===== config.mk =====
export PLATFORM = sky130hd
export DESIGN_NAME = twr_ptr_ram
export DESIGN_NICKNAME = d
export VERILOG_FILES = /design/src/rtl/twr_pkg.sv /design/src/rtl/twr_sync.sv /design/src/rtl/twr_ram.sv /design/src/rtl/twr_ctrl.sv /design/src/rtl/twr_ptr_ram.sv
export SDC_FILE = /design/constraint.sdc
export NUM_CORES = 1
export LEC_CHECK = 0
export BUFFER_PORTS_ARGS = -buffer_cell sky130_fd_sc_hd__buf_2
export CAP_MARGIN = 20
export CORE_MARGIN = 2
export CORE_UTILIZATION = 51
export DETAILED_ROUTE_END_ITERATION = 10
export GPL_ROUTABILITY_DRIVEN = 0
export PLACE_DENSITY = 0.77
export SLEW_MARGIN = 30
export SYNTH_ARGS = -nofsm -noshare
export SYNTH_HDL_FRONTEND = slang
export SYNTH_HIERARCHICAL = 1
export SYNTH_SLANG_ARGS = --single-unit

===== constraint.sdc =====
create_clock -name clk -period 4.2 [get_ports clk]
set_input_delay 0.42 -clock clk [delete_from_list [all_inputs] [get_ports clk]]
set_output_delay 0.42 -clock clk [all_outputs]
set_load 0.05 [all_outputs]

===== src/rtl/twr_pkg.sv =====
package twr_pkg;
  typedef enum logic [2:0] {
    ST_IDLE,
    ST_ADDR,
    ST_AACK,
    ST_WRX,
    ST_WACK,
    ST_RTX,
    ST_RACK,
    ST_SKIP
  } state_e;
endpackage


===== src/rtl/twr_sync.sv =====
module twr_sync #(
  parameter int STAGES = 2
) (
  input  logic clk,
  input  logic rst_n,
  input  logic scl_i,
  input  logic sda_i,
  output logic sda_s,
  output logic scl_rise,
  output logic scl_fall,
  output logic start_det,
  output logic stop_det
);
  logic scl_s, scl_d, sda_d;

  generate
    if (STAGES == 1) begin : g_one
      logic scl_q, sda_q;
      always_ff @(posedge clk or negedge rst_n) begin
        if (!rst_n) begin
          scl_q <= 1'b1;
          sda_q <= 1'b1;
        end else begin
          scl_q <= scl_i;
          sda_q <= sda_i;
        end
      end
      assign scl_s = scl_q;
      assign sda_s = sda_q;
    end else begin : g_many
      logic [STAGES-1:0] scl_q, sda_q;
      always_ff @(posedge clk or negedge rst_n) begin
        if (!rst_n) begin
          scl_q <= '1;
          sda_q <= '1;
        end else begin
          scl_q <= {scl_q[STAGES-2:0], scl_i};
          sda_q <= {sda_q[STAGES-2:0], sda_i};
        end
      end
      assign scl_s = scl_q[STAGES-1];
      assign sda_s = sda_q[STAGES-1];
    end
  endgenerate

  always_ff @(posedge clk or negedge rst_n) begin
    if (!rst_n) begin
      scl_d <= 1'b1;
      sda_d <= 1'b1;
    end else begin
      scl_d <= scl_s;
      sda_d <= sda_s;
    end
  end

  assign scl_rise  = scl_s & ~scl_d;
  assign scl_fall  = ~scl_s & scl_d;
  assign start_det = scl_s & scl_d & sda_d & ~sda_s;
  assign stop_det  = scl_s & scl_d & ~sda_d & sda_s;
endmodule


===== src/rtl/twr_ram.sv =====
module twr_ram #(
  parameter int DEPTH = 128,
  localparam int AW = $clog2(DEPTH)
) (
  input  logic          clk,
  input  logic          we,
  input  logic [AW-1:0] waddr,
  input  logic [7:0]    wdata,
  input  logic [AW-1:0] raddr,
  output logic [7:0]    rdata
);
  logic [7:0] mem [DEPTH];

  always_ff @(posedge clk) begin
    if (we) mem[waddr] <= wdata;
  end

  assign rdata = mem[raddr];
endmodule


===== src/rtl/twr_ctrl.sv =====
module twr_ctrl
  import twr_pkg::*;
#(
  parameter logic [6:0] DEV_ADDR = 7'h2A,
  parameter int DEPTH = 128,
  localparam int AW = $clog2(DEPTH)
) (
  input  logic          clk,
  input  logic          rst_n,
  input  logic          sda_s,
  input  logic          scl_rise,
  input  logic          scl_fall,
  input  logic          start_det,
  input  logic          stop_det,
  input  logic [7:0]    rdata,
  output logic          sda_oe,
  output logic [AW-1:0] ptr,
  output logic          we,
  output logic [AW-1:0] waddr,
  output logic [7:0]    wdata,
  output state_e        state
);
  logic [3:0] cnt;
  logic [7:0] shreg;
  logic       is_read;
  logic       ptr_pend;
  logic       m_ack;

  function automatic logic [AW-1:0] bump(input logic [AW-1:0] p);
    return (p == AW'(DEPTH - 1)) ? '0 : p + 1'b1;
  endfunction

  always_ff @(posedge clk or negedge rst_n) begin
    if (!rst_n) begin
      state    <= ST_IDLE;
      cnt      <= '0;
      shreg    <= '0;
      is_read  <= 1'b0;
      ptr_pend <= 1'b0;
      m_ack    <= 1'b0;
      sda_oe   <= 1'b0;
      ptr      <= '0;
      we       <= 1'b0;
      waddr    <= '0;
      wdata    <= '0;
    end else begin
      we <= 1'b0;
      if (start_det) begin
        state  <= ST_ADDR;
        cnt    <= '0;
        sda_oe <= 1'b0;
      end else if (stop_det) begin
        state  <= ST_IDLE;
        sda_oe <= 1'b0;
      end else begin
        unique case (state)
          ST_ADDR, ST_WRX: begin
            if (scl_rise) begin
              shreg <= {shreg[6:0], sda_s};
              cnt   <= cnt + 1'b1;
            end else if (scl_fall && cnt == 4'd8) begin
              if (state == ST_ADDR) begin
                if (shreg[7:1] == DEV_ADDR) begin
                  state    <= ST_AACK;
                  sda_oe   <= 1'b1;
                  is_read  <= shreg[0];
                  ptr_pend <= ~shreg[0];
                end else begin
                  state <= ST_SKIP;
                end
              end else begin
                state  <= ST_WACK;
                sda_oe <= 1'b1;
                if (ptr_pend) begin
                  ptr      <= shreg[AW-1:0];
                  ptr_pend <= 1'b0;
                end else begin
                  we    <= 1'b1;
                  waddr <= ptr;
                  wdata <= shreg;
                  ptr   <= bump(ptr);
                end
              end
            end
          end
          ST_AACK, ST_RACK: begin
            if (scl_rise) begin
              m_ack <= ~sda_s;
            end else if (scl_fall) begin
              cnt <= '0;
              if (state == ST_AACK && !is_read) begin
                state  <= ST_WRX;
                sda_oe <= 1'b0;
              end else if (state == ST_AACK || m_ack) begin
                state  <= ST_RTX;
                shreg  <= rdata;
                sda_oe <= ~rdata[7];
                ptr    <= bump(ptr);
              end else begin
                state  <= ST_SKIP;
                sda_oe <= 1'b0;
              end
            end
          end
          ST_WACK: begin
            if (scl_fall) begin
              state  <= ST_WRX;
              sda_oe <= 1'b0;
              cnt    <= '0;
            end
          end
          ST_RTX: begin
            if (scl_fall) begin
              if (cnt == 4'd7) begin
                state  <= ST_RACK;
                sda_oe <= 1'b0;
                cnt    <= '0;
              end else begin
                shreg  <= {shreg[6:0], 1'b0};
                sda_oe <= ~shreg[6];
                cnt    <= cnt + 1'b1;
              end
            end
          end
          default: ;
        endcase
      end
    end
  end
endmodule


===== src/rtl/twr_ptr_ram.sv =====
module twr_ptr_ram
  import twr_pkg::*;
#(
  parameter logic [6:0] DEV_ADDR = 7'h2A,
  parameter int DEPTH = 128,
  parameter int SYNC_STAGES = 2,
  localparam int AW = $clog2(DEPTH)
) (
  input  logic clk,
  input  logic rst_n,
  input  logic scl_i,
  input  logic sda_i,
  output logic sda_oe
);
  logic          sda_s, scl_rise, scl_fall, start_det, stop_det;
  logic [7:0]    rdata, wdata;
  logic [AW-1:0] ptr, waddr;
  logic          we;
  state_e        state;

  twr_sync #(.STAGES(SYNC_STAGES)) u_sync (
    .clk(clk), .rst_n(rst_n), .scl_i(scl_i), .sda_i(sda_i),
    .sda_s(sda_s), .scl_rise(scl_rise), .scl_fall(scl_fall),
    .start_det(start_det), .stop_det(stop_det)
  );

  twr_ctrl #(.DEV_ADDR(DEV_ADDR), .DEPTH(DEPTH)) u_ctrl (
    .clk(clk), .rst_n(rst_n), .sda_s(sda_s), .scl_rise(scl_rise),
    .scl_fall(scl_fall), .start_det(start_det), .stop_det(stop_det),
    .rdata(rdata), .sda_oe(sda_oe), .ptr(ptr), .we(we),
    .waddr(waddr), .wdata(wdata), .state(state)
  );

  twr_ram #(.DEPTH(DEPTH)) u_ram (
    .clk(clk), .we(we), .waddr(waddr), .wdata(wdata),
    .raddr(ptr), .rdata(rdata)
  );
endmodule


==> flow_summary.toml, run 1 <==
[worst_setup_path]
reg2reg_from = "u_ctrl/ptr[0]"
worstPathRequired_ns = 4.77
r2r.worst_path.cells = 9
cp-start-kind = "flop"
cp_max_fo = 41
regToRegSetupSlack_ns = 0.46
end_kind = "flop"
crit_type = "reg -> reg"
crit_arrival_ns = 4.31
r2r_end = "u_ctrl/sda_oe"

[synthesis]
ys_seq_elements = 1072
async_flop_share = 0.0448
synth_top_area_frac = 0.731
syn-num-nets = 1879
ys_warn_count = 6
syn_area_per_cell_sq_um = 22.5
synth_top_family_by_area = "multiplexers"
synth_fa_ha_area_frac = 0.000892
synth_top_cell_by_area = "edfxtp_1"
synth_flop_cell = "edfxtp_1"
muxShareOfSynthArea = 0.190
netlist_area_sq_um = 42100
yosys-top-cells-count = "1024 x edfxtp_1, 336 x mux4_2, 126 x nor2_1"
synth_compound_area_frac = 0.00919
synthSimpleGateAreaFrac = 0.0292
synth.most_common_cell = "edfxtp_1"
synthXorXnorAreaFrac = 0
synth_area_leaders = "edfxtp_1 73%, mux4_2 18%, dfrtp_1 2.5%, nor2_1 1.1%, mux2_2 0.91%"
synth_cell_type_count = 60
yosysSeqAreaShare = 0.759
synth_edf_count = 1024
synth_cells = 1872

[drt]
drt-pass1-iter-count = 5
drc = 0
ant_nets = 0
vias = 20100
wl_per_cell_um = 29.3
avgViaCountPerCell = 6.37
drt-total-wl_um = 92800
drtIter0Drc = 2718

[timing]
worst_slew_pin_slew_ns = 0.963
grt_setup_unrepaired = "false"
slew_headroom = 0.356
hold_viol = 0
max_freq_ghz = 0.268
fin_skew_ns = 0.0221
tns_ns = 0
drv_slew = 0
finalCriticalPeriod_ns = 3.74
fin_crit_sh = 0.890
setup_viol = 0

[clocking]
cts_tree = "done"
htree_levels = 3
path_clk_slew_ns = 0.07
cts_root_buf = "clkbuf_16"
cts_resized = 0
clk_latency_ns = 0.67
post_cts_buffers = 0
numClockSinks = 1072
clockBufferDepth = 3
cts_hold_buf = 3
cts_buffers = 102

[global_route]
antenna_found_initial = 2
grt_pass1_wl_um = 138000
grt-ovfl-total = 0
grt_max_degree = 98
grt_pass1_vias = 20500
grt.total_usage = 0.221

[final_layout]
area_growth_pct = 13.0
final_nets = 2013
layout-drive-gt1-share = 0.324
fillers = 5584
finalNonFillerCells = 3162

[power]
powerDensity_nw_per_um2 = 526
leakagePower_nw = 13.1
power_mw = 25.0
vdd_ir_drop_max_mv = 0.325

[floorplanning]
io_pins = 5
die_area_sq_um = 84800
rows = 105
core_sq_um = 81800
initial_core_util = 0.514
die_w_um = 291
die-height_um = 291

[place]
portBuffers = 4
dp_cells = 2965
dp_hpwl_um = 56000

[status]
outcome = "complete, no violations"

[flow_run]
cap_violations = 0

[hold_path]
holdCritPathClass = "in -> async"
## power breakdown
part	internal, mW	total, mW	switching [mW]
Sequential	12.4	12.8	0.435
Clock	5.19	9.02	3.82
Combinational	1.47	3.19	1.72
Total	19.0	25.0	5.97
## how the worst max path moves through the flow
stage / startpoint / end / slack, ns / cells past startpoint
after floorplan: u_ctrl/ptr[0] / u_ctrl/sda_oe / 0.71 / 10
after global placement: u_ctrl/ptr[0] / u_ctrl/shreg[4] / 0.58 / 9
after detailed placement: u_ctrl/ptr[0] / u_ctrl/sda_oe / 0.49 / 9
after CTS: u_ctrl/ptr[0] / u_ctrl/sda_oe / 0.48 / 9
after global routing: u_ctrl/ptr[0] / u_ctrl/sda_oe / 0.32 / 9
final: u_ctrl/ptr[0] / u_ctrl/sda_oe / 0.46 / 9
## layout make-up
class                           count  area, sq um  area share
Timing Repair Buffer              131         1260      0.0265
Clock inverter                     66          589      0.0124
Sequential cell                  1072        32000       0.673
Tap cell                         1070         1340      0.0281
Multi-Input combinational cell    690         9640       0.203
Clock buffer                      123         2710      0.0569
Antenna cell                        1         2.50   0.0000526
Inverter                            9         33.8    0.000710
## logic make-up after synthesis
group / after synthesis
adder cells (fa/ha/maj): 3
multiplexers: 373
buffers and inverters: 110
AO/OA/AOI/OAI: 54
AND/OR/NAND/NOR: 260
flip-flops: 1072
## cell usage in the layout (no fill, tap or decap), types with 4 or more instances in the layout
cell	instances
a21oi_1	10
dfrtp_1	30
dfstp_2	6
buf_2	4
clkinv_1	23
nand4_1	5
o31ai_1	7
inv_1	9
nor2_1	125
nand2_1	46
edfxtp_1	1024
clkbuf_16	105
nand2b_1	6
o21ai_0	6
nor3_1	7
dfrtp_4	11
mux2_2	34
bufinv_16	10
clkbuf_1	17
buf_4	103
clkinv_2	24
buf_12	19
nor2b_1	14
mux4_2	336
nand3_1	26
## stage by stage
stage | hold WS (ns) | instance area [sq um] | util | worst slack (ns)
floorplan | 0.124 | 42100 | - | 0.712
global placement | 0.349 | 44100 | 0.539 | 0.580
detailed placement | 0.350 | 44200 | 0.539 | 0.493
CTS | 0.346 | 47500 | 0.580 | 0.478
global route | 0.358 | 47600 | 0.581 | 0.323
finish | 0.348 | 47600 | 0.581 | 0.463
## routing by layer
| layer | track usage | share of wire | wire (um) | vias to the layer above |
|---|---|---|---|---|
| met5 | 0 | 0 | 0 | - |
| met2 | 0.358 | 0.50 | 46300 | 1064 |
| met3 | 0.0375 | 0.087 | 8090 | 152 |
| met1 | 0.313 | 0.39 | 35900 | 10700 |
| li1 | - | - | - | 8187 |
| met4 | 0.0704 | 0.027 | 2470 | 0 |
## registers in the layout, indices dropped and copies added, names as in the netlist, 3 cells and up
name / cells
u_ctrl/cnt: 4
u_ctrl/ptr: 7
u_ctrl/shreg: 8
u_ctrl/state: 3
u_ctrl/waddr: 7
u_ctrl/wdata: 8
u_ram/mem: 1024
## worst max-delay path, cell delays in order, from the launching register on
cell and delay, ns:
dfrtp_4 0.61, buf_12 0.35, mux4_2 0.59, mux4_2 0.54, mux4_2 0.52, mux2_2 0.33, nand2b_1 0.15, a21boi_0 0.23
o311ai_0 0.18, o211ai_1 0.12
No activity file was read; power rests on OpenSTA's default activity.
==> run 2, diff against run 1 <==
--- a/config.mk
+++ b/config.mk
@@ -7,11 +7,13 @@
 export LEC_CHECK = 0
 export BUFFER_PORTS_ARGS = -buffer_cell sky130_fd_sc_hd__buf_2
 export CAP_MARGIN = 20
+export CELL_PAD_IN_SITES_DETAIL_PLACEMENT = 1
+export CELL_PAD_IN_SITES_GLOBAL_PLACEMENT = 1
 export CORE_MARGIN = 2
 export CORE_UTILIZATION = 51
 export DETAILED_ROUTE_END_ITERATION = 10
 export GPL_ROUTABILITY_DRIVEN = 0
-export PLACE_DENSITY = 0.77
+export PLACE_DENSITY = 0.83
 export SLEW_MARGIN = 30
 export SYNTH_ARGS = -nofsm -noshare
 export SYNTH_HDL_FRONTEND = slang
==> run 2 against run 1 <==
Effect of this change: register-to-register slack worse by 0.03 ns; sequential share of layout area increased by 0.57 points; largest cell class unchanged; sequential power is essentially flat; largest power group unchanged.
==> flow_summary.toml, run 2 (synthesized netlist as in run 1, its figures left out) <==
[hold_path]
hold_path_depth = 0
holdCritPathClass = "reg -> reg"
hold_start = "u_sync/g_many.sda_q[0]"
min_to = "u_sync/g_many.sda_q[1]"

[status]
outcome = "complete, no violations"

[clocking]
post_cts_buffers = 0
cts_resized = 0
numClockSinks = 1072
cts_root_buf = "clkbuf_16"
cts_tree = "done"
path_clk_slew_ns = 0.07
clockBufferDepth = 3
clk_latency_ns = 0.68
cts_hold_buf = 3
htree_levels = 3
cts_buffers = 101

[global_route]
grt-ovfl-total = 0
grt.total_usage = 0.257
grt_pass1_wl_um = 158000
grt_pass1_vias = 21800
grt_max_degree = 70
antenna_found_initial = 3

[final_layout]
area_growth_pct = 12.1
largest_reg_flops = 1024
final_cell_mix = "1024 x edfxtp_1, 336 x mux4_2, 120 x nor2_1, 103 x clkbuf_16, 69 x buf_4"
finalNonFillerCells = 3118
final_nets = 1971
reg_top3 = "u_ram/mem x1024, u_ctrl/shreg x8, u_ctrl/wdata x8"
n_antenna_cell = 0
layout-drive-gt1-share = 0.313
final_common_cell = "edfxtp_1"
largest-register = "u_ram/mem"

[power]
vdd_ir_drop_max_mv = 0.335
power_mw = 25.2
leakagePower_nw = 12.8
powerDensity_nw_per_um2 = 533

[worst_setup_path]
crit_type = "reg -> reg"
end_kind = "flop"
cp-start-kind = "flop"
regToRegSetupSlack_ns = 0.43
cp_max_fo = 26
crit_arrival_ns = 4.33
r2r_end = "u_ctrl/shreg[5]"
r2r.worst_path.cells = 9
reg2reg_from = "u_ctrl/ptr[0]"
worstPathRequired_ns = 4.76
crit_start = "u_ctrl/ptr[0]"

[timing]
fin_skew_ns = 0.0239
hold_viol = 0
finalCriticalPeriod_ns = 3.77
tns_ns = 0
worst_slew_pin_slew_ns = 1.02
max_freq_ghz = 0.265
slew_headroom = 0.317
grt_setup_unrepaired = "false"
setup_viol = 0
fin_crit_sh = 0.898
drv_slew = 0

[drt]
vias = 20800
drt-total-wl_um = 107000
drc = 0
avgViaCountPerCell = 6.66
ant_nets = 0
drt-pass1-iter-count = 7
wl_per_cell_um = 34.3
drtIter0Drc = 2749

[place]
portBuffers = 4
dp_cells = 2928
dp_hpwl_um = 63300

[floorplanning]
core_sq_um = 81800
die_w_um = 291
rows = 105
die-height_um = 291
die_area_sq_um = 84800
initial_core_util = 0.514
io_pins = 5

[flow_run]
cap_violations = 0
[run 2: area by class of cell]
| cell class | count | area, sq um |
|---|---|---|
| repair buffers | 90 | 848 |
| multi-input cells | 690 | 9660 |
| fillers | 6748 | 34700 |
| clock inverters | 68 | 624 |
| clock buffers | 119 | 2660 |
| inverters | 9 | 33.8 |
| flip-flops and latches | 1072 | 32000 |
| well taps | 1070 | 1340 |
[run 2: worst max-delay path by stage]
stage	to	slack [ns]	depth (start not counted)
final	u_ctrl/shreg[5]	0.43	9
after global placement	u_ctrl/shreg[0]	0.52	9
after global routing	u_ctrl/shreg[0]	0.33	9
after floorplan	u_ctrl/sda_oe	0.71	10
after detailed placement	u_ctrl/shreg[2]	0.51	9
after CTS	u_ctrl/shreg[1]	0.40	9
[run 2: power breakdown]
part	total [mW]	internal, mW	leakage (nW)	switching [mW]
clock network	9.15	5.19	1.61	3.96
registers	13.0	12.4	8.79	0.572
logic	3.05	1.37	2.44	1.68
total	25.2	18.9	12.8	6.21
[run 2: critical path: stages (launching register included)]
cell	delay, ns
dfrtp_4	0.55
buf_12	0.27
buf_4	0.34
mux4_2	0.57
mux4_2	0.52
mux4_2	0.58
mux2_2	0.30
nand2_1	0.08
nand2_1	0.09
mux2_2	0.30
[run 2: stage by stage]
step / setup WS [ns] / cell area (sq um) / util / hold slack [ns]
2_1_floorplan: 0.712 / 42100 / - / 0.124
3_3_place_gp: 0.520 / 43800 / 0.535 / 0.349
3_5_place_dp: 0.511 / 43800 / 0.536 / 0.354
4_1_cts: 0.399 / 47200 / 0.576 / 0.363
5_1_grt: 0.327 / 47200 / 0.576 / 0.365
6_report: 0.429 / 47200 / 0.576 / 0.360
[run 2: layer usage]
metal,up-vias,wire length (um),track usage
met4,2,3100,0.0781
met3,221,9660,0.0454
met1,11100,40400,0.355
li1,8095,-,-
met5,-,19,0
met2,1308,53700,0.426
==> run 3, diff against run 2 <==
--- a/config.mk
+++ b/config.mk
@@ -5,7 +5,7 @@
 export SDC_FILE = /design/constraint.sdc
 export NUM_CORES = 1
 export LEC_CHECK = 0
-export BUFFER_PORTS_ARGS = -buffer_cell sky130_fd_sc_hd__buf_2
+export BUFFER_PORTS_ARGS = -buffer_cell sky130_fd_sc_hd__buf_4
 export CAP_MARGIN = 20
 export CELL_PAD_IN_SITES_DETAIL_PLACEMENT = 1
 export CELL_PAD_IN_SITES_GLOBAL_PLACEMENT = 1
==> run 3 against run 2 <==
Effect of this change: cell area rose by 0.21%; largest power group unchanged; critical path depth unchanged; worst hold slack worse by 0.015 ns.
==> flow_summary.toml, run 3 (synthesized netlist as in run 1, its figures left out) <==
[place]
dp_hpwl_um = 63800
portBuffers = 4
dp_slack_ns = 0.499

[worst_setup_path]
r2r.worst_path.cells = 9
cp-start-kind = "flop"
crit_top_cell = "mux4_2"
r2r_end = "u_ctrl/shreg[0]"
critPathCapture = "u_ctrl/shreg[0]"
crit_arrival_ns = 4.44
cp_cell_sequence = "buf_12 -> buf_12 -> mux4_2 -> mux4_2 -> mux4_2 -> mux2_2 -> mux2i_1 -> a21oi_1 -> mux2_2"
max_stage_delay_ns = 0.56
critPathTopFamily = "multiplexers"
worst-path-stages = 9
regToRegSetupSlack_ns = 0.31
cp_max_fo = 28
critPathSlowestCell = "mux4_2"
worstPathRequired_ns = 4.76
crit_buf_inv = 2
end_kind = "flop"
crit_start = "u_ctrl/ptr[0]"
reg2reg_from = "u_ctrl/ptr[0]"
crit_type = "reg -> reg"

[floorplanning]
die_area_sq_um = 84800
initial_core_util = 0.514
io_pins = 5
die_w_um = 291
rows = 105
die-height_um = 291
core_sq_um = 81800

[status]
outcome = "complete, no violations"

[drt]
drtIter0Drc = 2932
avgViaCountPerCell = 6.62
drt-pass1-iter-count = 6
wl_per_cell_um = 34.0
vias = 20700
ant_nets = 0
drt-total-wl_um = 106000
drc = 0

[timing]
finalCriticalPeriod_ns = 3.89
fin_crit_sh = 0.925
hold_viol = 0
grt_setup_unrepaired = "false"
setup_ws_ns = 0.315
tns_ns = 0
setup_viol = 0
worst_slew_pin_slew_ns = 0.966
drv_slew = 0
max_freq_ghz = 0.257
slew_headroom = 0.354
fin_skew_ns = 0.0376

[global_route]
grt_pass1_wl_um = 157000
grt-ovfl-total = 0
antenna_found_initial = 6
grt_max_degree = 87
grt_pass1_vias = 21800
grt.total_usage = 0.254

[power]
p_int_mw = 19.0
switchingPower_mw = 6.28
p_seq_frac = 0.510
pwr-share-comb = 0.125
powerDensity_nw_per_um2 = 535
leakagePower_nw = 12.9
vdd_ir_drop_max_mv = 0.353
clockPowerShare = 0.365
swShare = 0.248

[final_layout]
reg_top3 = "u_ram/mem x1024, u_ctrl/shreg x8, u_ctrl/wdata x8"
fillers = 6723
layout-drive-gt1-share = 0.315
final_cell_mix = "1024 x edfxtp_1, 336 x mux4_2, 119 x nor2_1, 107 x clkbuf_16, 67 x buf_4"
largest-register = "u_ram/mem"
final_nets = 1971
area_growth_pct = 12.3
final_common_cell = "edfxtp_1"
largest_reg_flops = 1024

[clocking]
cts_tree = "done"
cts_resized = 0
clk_latency_ns = 0.68
clockBufferDepth = 3
htree_levels = 3
cts_root_buf = "clkbuf_16"
path_clk_slew_ns = 0.07
cts_buffers = 105
numClockSinks = 1072
post_cts_buffers = 0

[hold_path]
holdCritPathClass = "in -> async"

[flow_run]
cap_violations = 0
==> run 3: changes by cell type in the layout (fill, tap and decap cells not counted), moves of 3 or more <==
| cell | previous run | this run |
|---|---|---|
| clkinv_2 | 20 | 23 |
| clkbuf_16 | 103 | 107 |
| clkinv_1 | 28 | 17 |
| clkbuf_1 | 14 | 23 |
| buf_2 | 4 | 0 |
| clkinvlp_4 | 4 | 9 |
==> run 3: worst min path at each step <==
| stage | startpoint | to | slack (ns) | cells past startpoint |
|---|---|---|---|---|
| global placement | u_sync/g_many.sda_q[0] | u_sync/g_many.sda_q[1] | 0.35 | 0 |
| global route | u_sync/g_many.scl_q[0] | u_sync/g_many.scl_q[1] | 0.35 | 0 |
| finish | rst_n | u_ctrl/cnt[0] | 0.34 | 2 |
| detailed placement | u_sync/g_many.sda_q[0] | u_sync/g_many.sda_q[1] | 0.35 | 0 |
| floorplan | rst_n | u_ctrl/cnt[0] | 0.12 | 0 |
| CTS | rst_n | u_ctrl/state[1] | 0.33 | 2 |
==> run 3: power by group through the flow <==
stage	Combinational [mW]	Sequential [mW]	Clock, mW
after global placement	2.82	13.2	0
after detailed placement	3.07	13.2	0
after CTS	3.13	12.9	9.34
final	3.16	12.9	9.23
after global routing	3.35	12.9	9.68
after floorplan	2.09	13.1	0
==> run 3: cell type report <==
type | count | area, sq um | share of cell area
inverters | 9 | 33.8 | 0.000715
clock buffers | 131 | 2780 | 0.0588
repair buffers | 86 | 853 | 0.0181
well taps | 1070 | 1340 | 0.0283
diodes | 2 | 5.00 | 0.000106
multi-input cells | 690 | 9660 | 0.204
clock inverters | 64 | 596 | 0.0126
flip-flops and latches | 1072 | 32000 | 0.677
==> run 3: stage by stage <==
step            util  power, mW  cell area [sq um]  hold WS [ns]  std cells
6_report       0.577       25.3              47300         0.345       3124
5_1_grt        0.577       26.0              47300         0.353       3122
4_1_cts        0.577       25.4              47200         0.330       3120
3_5_place_dp   0.535       16.2              43800         0.350       2922
3_3_place_gp   0.534       16.0              43700         0.352       2919
2_1_floorplan      -       15.1              42100         0.124       1872
==> run 3: routing by layer <==
layer | GRT usage | vias up | share of wire
met5 | 0 | - | 0.00012
met4 | 0.0868 | 2 | 0.030
met3 | 0.0441 | 250 | 0.085
met2 | 0.425 | 1243 | 0.51
met1 | 0.343 | 11100 | 0.38
li1 | - | 8097 | -
==> run 3: timing repair <==
action	CTS	global route
setup endpoints to repair	0	0
hold buffers	3	0
endpoints found under the hold margin	44	0
